`src/rtl/sh_seq_pkg.sv`:
```
package sh_seq_pkg;
  localparam logic [1:0] REG_CTRL    = 2'd0;
  localparam logic [1:0] REG_SAMPLE  = 2'd1;
  localparam logic [1:0] REG_HOLD    = 2'd2;
  localparam logic [1:0] REG_REFRESH = 2'd3;

  localparam int CTRL_EN_BIT  = 0;
  localparam int CTRL_CAL_BIT = 1;
  localparam int CTRL_MODE_LO = 2;
  localparam int MODE_W       = 3;
  localparam int MODE_SH_BIT  = 2;
endpackage

```
`src/rtl/sh_cfg_regs.sv`:
```
module sh_cfg_regs
  import sh_seq_pkg::*;
#(
  parameter int SAMPLE_W  = 10,
  parameter int HOLD_W    = 10,
  parameter int REFRESH_W = 8,
  parameter int WR_W      = 16
) (
  input  logic                 clk,
  input  logic                 rst,
  input  logic                 wr_valid,
  input  logic [1:0]           wr_addr,
  input  logic [WR_W-1:0]      wr_data,
  input  logic                 busy,
  output logic                 en_q,
  output logic                 cal_q,
  output logic [MODE_W-1:0]    mode_q,
  output logic [SAMPLE_W-1:0]  sample_q,
  output logic [HOLD_W-1:0]    hold_q,
  output logic [REFRESH_W-1:0] refresh_q,
  output logic                 samp_accept
);
  localparam int MODE_HI = CTRL_MODE_LO + MODE_W - 1;

  assign samp_accept = wr_valid && (wr_addr == REG_SAMPLE) && (!en_q || !busy);

  always_ff @(posedge clk) begin
    if (rst) begin
      en_q      <= 1'b0;
      cal_q     <= 1'b0;
      mode_q    <= '0;
      sample_q  <= '0;
      hold_q    <= '0;
      refresh_q <= '0;
    end else begin
      if (wr_valid && wr_addr == REG_CTRL) begin
        en_q <= wr_data[CTRL_EN_BIT];
        if (!en_q) cal_q <= wr_data[CTRL_CAL_BIT];
        if (!en_q && !cal_q) mode_q <= wr_data[MODE_HI:CTRL_MODE_LO];
      end
      if (samp_accept) sample_q <= wr_data[SAMPLE_W-1:0];
      if (wr_valid && wr_addr == REG_HOLD && !en_q) hold_q <= wr_data[HOLD_W-1:0];
      if (wr_valid && wr_addr == REG_REFRESH && !en_q) refresh_q <= wr_data[REFRESH_W-1:0];
    end
  end
endmodule

```
`src/rtl/sh_busy_sync.sv`:
```
module sh_busy_sync #(
  parameter int SYNC_TICKS = 3
) (
  input  logic clk,
  input  logic rst,
  input  logic slow_tick,
  input  logic set,
  output logic busy
);
  localparam int CNT_W = (SYNC_TICKS > 1) ? $clog2(SYNC_TICKS) : 1;
  localparam logic [CNT_W-1:0] LAST = CNT_W'(SYNC_TICKS - 1);

  logic [CNT_W-1:0] tick_cnt;

  always_ff @(posedge clk) begin
    if (rst) begin
      busy     <= 1'b0;
      tick_cnt <= '0;
    end else if (set) begin
      busy     <= 1'b1;
      tick_cnt <= '0;
    end else if (busy && slow_tick) begin
      if (tick_cnt == LAST) begin
        busy     <= 1'b0;
        tick_cnt <= '0;
      end else begin
        tick_cnt <= tick_cnt + 1'b1;
      end
    end
  end
endmodule

```
`src/rtl/sh_phase_seq.sv`:
```
module sh_phase_seq #(
  parameter int SAMPLE_W  = 10,
  parameter int HOLD_W    = 10,
  parameter int REFRESH_W = 8
) (
  input  logic                 clk,
  input  logic                 rst,
  input  logic                 active,
  input  logic                 slow_tick,
  input  logic [SAMPLE_W-1:0]  sample_len,
  input  logic [HOLD_W-1:0]    hold_len,
  input  logic [REFRESH_W-1:0] refresh_len,
  output logic                 ph_sample,
  output logic                 ph_hold,
  output logic                 ph_refresh,
  output logic                 start
);
  localparam int W_SH  = (SAMPLE_W > HOLD_W) ? SAMPLE_W : HOLD_W;
  localparam int CNT_W = (W_SH > REFRESH_W) ? W_SH : REFRESH_W;

  logic [CNT_W-1:0] remain;
  logic [CNT_W-1:0] span_sample, span_hold, span_refresh;
  logic             idle;

  function automatic logic [CNT_W-1:0] span(input logic [CNT_W-1:0] v);
    return (v == '0) ? CNT_W'(1) : v;
  endfunction

  assign span_sample  = span(CNT_W'(sample_len));
  assign span_hold    = span(CNT_W'(hold_len));
  assign span_refresh = span(CNT_W'(refresh_len));
  assign idle         = !(ph_sample || ph_hold || ph_refresh);
  assign start        = active && idle;

  always_ff @(posedge clk) begin
    if (rst || !active) begin
      ph_sample  <= 1'b0;
      ph_hold    <= 1'b0;
      ph_refresh <= 1'b0;
      remain     <= '0;
    end else if (idle) begin
      ph_sample <= 1'b1;
      remain    <= span_sample;
    end else if (slow_tick) begin
      if (remain == CNT_W'(1)) begin
        if (ph_hold) begin
          ph_hold    <= 1'b0;
          ph_refresh <= 1'b1;
          remain     <= span_refresh;
        end else begin
          ph_sample  <= 1'b0;
          ph_refresh <= 1'b0;
          ph_hold    <= 1'b1;
          remain     <= span_hold;
        end
      end else begin
        remain <= remain - 1'b1;
      end
    end
  end
endmodule

```
`src/rtl/sh_timing_seq.sv`:
```
module sh_timing_seq
  import sh_seq_pkg::*;
#(
  parameter int SAMPLE_W   = 10,
  parameter int HOLD_W     = 10,
  parameter int REFRESH_W  = 8,
  parameter int WR_W       = 16,
  parameter int SYNC_TICKS = 3
) (
  input  logic                 clk,
  input  logic                 rst,
  input  logic                 slow_tick,
  input  logic                 wr_valid,
  input  logic [1:0]           wr_addr,
  input  logic [WR_W-1:0]      wr_data,
  output logic                 ph_sample,
  output logic                 ph_hold,
  output logic                 ph_refresh,
  output logic                 busy,
  output logic                 chan_en,
  output logic                 cal_en,
  output logic [2:0]           mode,
  output logic [SAMPLE_W-1:0]  sample_time,
  output logic [HOLD_W-1:0]    hold_time,
  output logic [REFRESH_W-1:0] refresh_time
);
  logic samp_accept;
  logic seq_start;
  logic active;

  sh_cfg_regs #(
    .SAMPLE_W(SAMPLE_W), .HOLD_W(HOLD_W), .REFRESH_W(REFRESH_W), .WR_W(WR_W)
  ) u_cfg (
    .clk(clk), .rst(rst), .wr_valid(wr_valid), .wr_addr(wr_addr), .wr_data(wr_data),
    .busy(busy), .en_q(chan_en), .cal_q(cal_en), .mode_q(mode),
    .sample_q(sample_time), .hold_q(hold_time), .refresh_q(refresh_time),
    .samp_accept(samp_accept)
  );

  assign active = chan_en && !cal_en && mode[MODE_SH_BIT];

  sh_busy_sync #(.SYNC_TICKS(SYNC_TICKS)) u_busy (
    .clk(clk), .rst(rst), .slow_tick(slow_tick),
    .set(samp_accept || seq_start), .busy(busy)
  );

  sh_phase_seq #(
    .SAMPLE_W(SAMPLE_W), .HOLD_W(HOLD_W), .REFRESH_W(REFRESH_W)
  ) u_seq (
    .clk(clk), .rst(rst), .active(active), .slow_tick(slow_tick),
    .sample_len(sample_time), .hold_len(hold_time), .refresh_len(refresh_time),
    .ph_sample(ph_sample), .ph_hold(ph_hold), .ph_refresh(ph_refresh),
    .start(seq_start)
  );
endmodule

```
`config.mk`:
```
export PLATFORM = sky130hd
export DESIGN_NAME = sh_timing_seq
export DESIGN_NICKNAME = d
export VERILOG_FILES = /design/src/rtl/sh_seq_pkg.sv /design/src/rtl/sh_cfg_regs.sv /design/src/rtl/sh_busy_sync.sv /design/src/rtl/sh_phase_seq.sv /design/src/rtl/sh_timing_seq.sv
export SDC_FILE = /design/constraint.sdc
export NUM_CORES = 1
export LEC_CHECK = 0
export BUFFER_PORTS_ARGS = -buffer_cell sky130_fd_sc_hd__clkbuf_2
export CORE_MARGIN = 10
export CORE_UTILIZATION = 53
export DETAILED_ROUTE_END_ITERATION = 10
export PLACE_DENSITY = 0.79
export SYNTH_ARGS = -nofsm -noshare
export SYNTH_HDL_FRONTEND = slang
export SYNTH_SLANG_ARGS = --single-unit
export TNS_END_PERCENT = 50
```
`constraint.sdc`:
```
create_clock -name clk -period 2.1 [get_ports clk]
set_input_delay 0.21 -clock clk [delete_from_list [all_inputs] [get_ports clk]]
set_output_delay 0.21 -clock clk [all_outputs]
set_load 0.005 [all_outputs]
```
==> flow_summary.json <==
{
  "reg2reg_slack_ps": 260,
  "finalHoldViolCount": 0,
  "switchingPower_mw": 0.427,
  "syn_area_per_cell_um2": 8.40,
  "insertedDiodeCount": 0,
  "final_cell_mix": "clkbuf_2, dfxtp_1, nand2_1, a21oi_1, nor2_1",
  "path_max_fanout": 8,
  "drc": 0,
  "hold_start": "wr_data[8]",
  "synth_ff_type": "dfxtp_1",
  "ys_seq_elements": 49,
  "worst_pin_slew_ps": 634,
  "reg2regPathDepth": 5,
  "syn_inst": 283,
  "synth_edf_count": 0,
  "start_kind": "register",
  "dpl_cell_area_um2": 2740,
  "slew-limit-headroom": 0.575,
  "clk_path_buf_depth": 2,
  "die_w_um": 87.0,
  "finalCritPeriodShare": 0.874,
  "drv_cap": 0,
  "io_pins": 59,
  "hold_buffers": 0,
  "rr_startpoint": "u_seq.remain[2]$_SDFFE_PP0P_",
  "grt_max_degree": 29,
  "synth_area_um2": 2380,
  "core.rowCount": 24,
  "ir_drop_mv": 0.530,
  "path_class": "reg -> reg",
  "drt_iter0_markers": 155,
  "skew_ps": 5.65,
  "slew_viol_final": 0,
  "hold_class": "in -> reg",
  "drt-total-wl_mm": 6.72,
  "ys.warnings.count": 0,
  "clk_latency_ps": 300,
  "die_area_um2": 7560,
  "overflow": 0,
  "swShare": 0.239,
  "htreeDepth": 2,
  "power_frac_comb": 0.086,
  "nets": 365,
  "place.gp.congestion": 0.897,
  "cts.sinks": 49,
  "fin_total_pwr_mw": 1.79,
  "die_h_um": 87.0,
  "postRouteAntennaNets": 0,
  "numCtsBuffers": 5,
  "ys_async_sr_fraction": 0,
  "cts_root_buf": "clkbuf_8",
  "dr.pass1.iters": 5,
  "drive_gt1_frac": 0.249,
  "clockPowerShare": 0.368,
  "cts_resized": 0,
  "path_clk_slew_ps": 90,
  "required_ps": 2280,
  "worst_hold_path.endpoint": "u_cfg.hold_q[8]$_SDFFE_PP0P_",
  "vias": 2341,
  "hold_depth": 3,
  "cts_setup_buffers": 0,
  "cts_tree": "done",
  "final_common_cell": "clkbuf_2",
  "routed_via_density": 5.96,
  "hpwl_mm": 5.01,
  "power_density_nw_per_um2": 629,
  "core_um2": 4350,
  "synth.distinct_cells": 48,
  "end_kind": "register",
  "reg2reg_to": "u_seq.remain[5]$_SDFFE_PP0P_",
  "p_int_mw": 1.36,
  "cp_data_arrival_time_ps": 2020,
  "yosysSeqAreaShare": 0.413,
  "grt_usage": 0.179,
  "setup_tns_ps": 0,
  "io_buffer_count": 52,
  "rsz0062_at_grt": "no",
  "drt-wirelength-per-cell_um": 17.1,
  "grt_pass1_vias": 2307,
  "finalCriticalPeriod_ps": 1840,
  "initial_core_util": 0.546,
  "status": "completed",
  "leakagePower_nw": 1.16,
  "pwr-share-seq": 0.546,
  "area_growth_syn_to_layout_pct": 19.7,
  "finalInstanceArea_um2": 2850,
  "fmax_mhz": 545,
  "setup_viol_count_final": 0,
  "finish.utilization": 0.653,
  "antenna_found_initial": 0,
  "grt_pass1_wl_mm": 11.1,
  "synth_nets": 307
}
-- metrics by stage --
stage / setup slack, ps / std cells / hold slack [ps]
after floorplan: 424 / 283 / 346
after global placement: 355 / 386 / 459
after detailed placement: 276 / 386 / 465
after CTS: 251 / 393 / 137
after global routing: 86.8 / 393 / 159
final: 265 / 393 / 142
-- power groups by stage --
stage               clock, mW  sequential [mW]  combinational, mW
finish                  0.658            0.977              0.155
global route            0.698            0.982              0.171
CTS                     0.664            0.977              0.156
detailed placement          0            0.998              0.155
global placement            0            0.998              0.152
floorplan                   0            0.993             0.0859
-- cell families after synthesis --
| logic type | share of synthesized area |
|---|---|
| simple gates | 0.237 |
| compound gates | 0.188 |
| flops | 0.413 |
| buf+inv | 0.0390 |
| mux | 0.0947 |
| xor+xnor | 0.0184 |
| fa+ha+maj | 0.0105 |
-- cell usage after synthesis (all sizes together) (4+ instances only) --
| master | instances | area share |
|---|---|---|
| dfxtp | 49 | 0.41 |
| inv | 7 | 0.011 |
| xor2 | 4 | 0.015 |
| mux2 | 4 | 0.019 |
| o21ai | 11 | 0.023 |
| o22ai | 6 | 0.016 |
| nand2 | 42 | 0.066 |
| a2111oi | 4 | 0.015 |
| or3 | 5 | 0.013 |
| a211oi | 4 | 0.015 |
| buf | 8 | 0.017 |
| clkbuf | 7 | 0.011 |
| nor3 | 14 | 0.032 |
| and3 | 5 | 0.014 |
| nor2 | 21 | 0.034 |
| a21oi | 33 | 0.069 |
| mux2i | 18 | 0.076 |
| nand3 | 5 | 0.013 |
| nor4 | 5 | 0.022 |
-- how the worst max path moves through the flow --
stage / start / to / cells after the start
3_5_place_dp: u_seq.remain[2]$_SDFFE_PP0P_ / u_seq.remain[5]$_SDFFE_PP0P_ / 5
5_1_grt: u_seq.remain[2]$_SDFFE_PP0P_ / u_seq.remain[5]$_SDFFE_PP0P_ / 5
2_1_floorplan: u_seq.remain[0]$_SDFFE_PP0P_ / u_seq.remain[1]$_SDFFE_PP0P_ / 6
3_3_place_gp: u_seq.remain[2]$_SDFFE_PP0P_ / u_seq.remain[5]$_SDFFE_PP0P_ / 5
4_1_cts: u_seq.remain[2]$_SDFFE_PP0P_ / u_seq.remain[5]$_SDFFE_PP0P_ / 5
6_report: u_seq.remain[2]$_SDFFE_PP0P_ / u_seq.remain[5]$_SDFFE_PP0P_ / 5
-- routing by layer --
| metal | up-vias | part of all wire | track usage |
|---|---|---|---|
| met2 | 87 | 0.48 | 0.285 |
| met3 | 8 | 0.064 | 0.0459 |
| li1 | 1140 | - | - |
| met1 | 1106 | 0.44 | 0.228 |
| met4 | 0 | 0.017 | 0.0619 |
| met5 | - | 0 | 0 |
-- cell type report --
type	count	area (µm²)
flip-flops and latches	49	981
clock buffers	5	68.8
well taps	52	65.1
fillers	358	1510
clock inverters	2	35.0
inverters	7	26.3
multi-input cells	212	1300
repair buffers	66	365
-- critical path, stage by stage (launching register included) --
cell,delay (ps)
dfxtp_1,390
nor4_4,450
buf_4,200
nand3_2,160
a2111oi_0,420
a211oi_1,90
-- registers in the layout (all words and copies together), names as in the netlist --
signal,flops
u_busy.busy,1
u_cfg.en_q,1
u_seq.ph_refresh,1
u_cfg.mode_q,3
u_cfg.sample_q,10
u_seq.remain,10
u_cfg.refresh_q,8
u_busy.tick_cnt,2
u_cfg.cal_q,1
u_seq.ph_sample,1
u_cfg.hold_q,10
u_seq.ph_hold,1
Note: power is estimated with default switching activity, not from simulation.
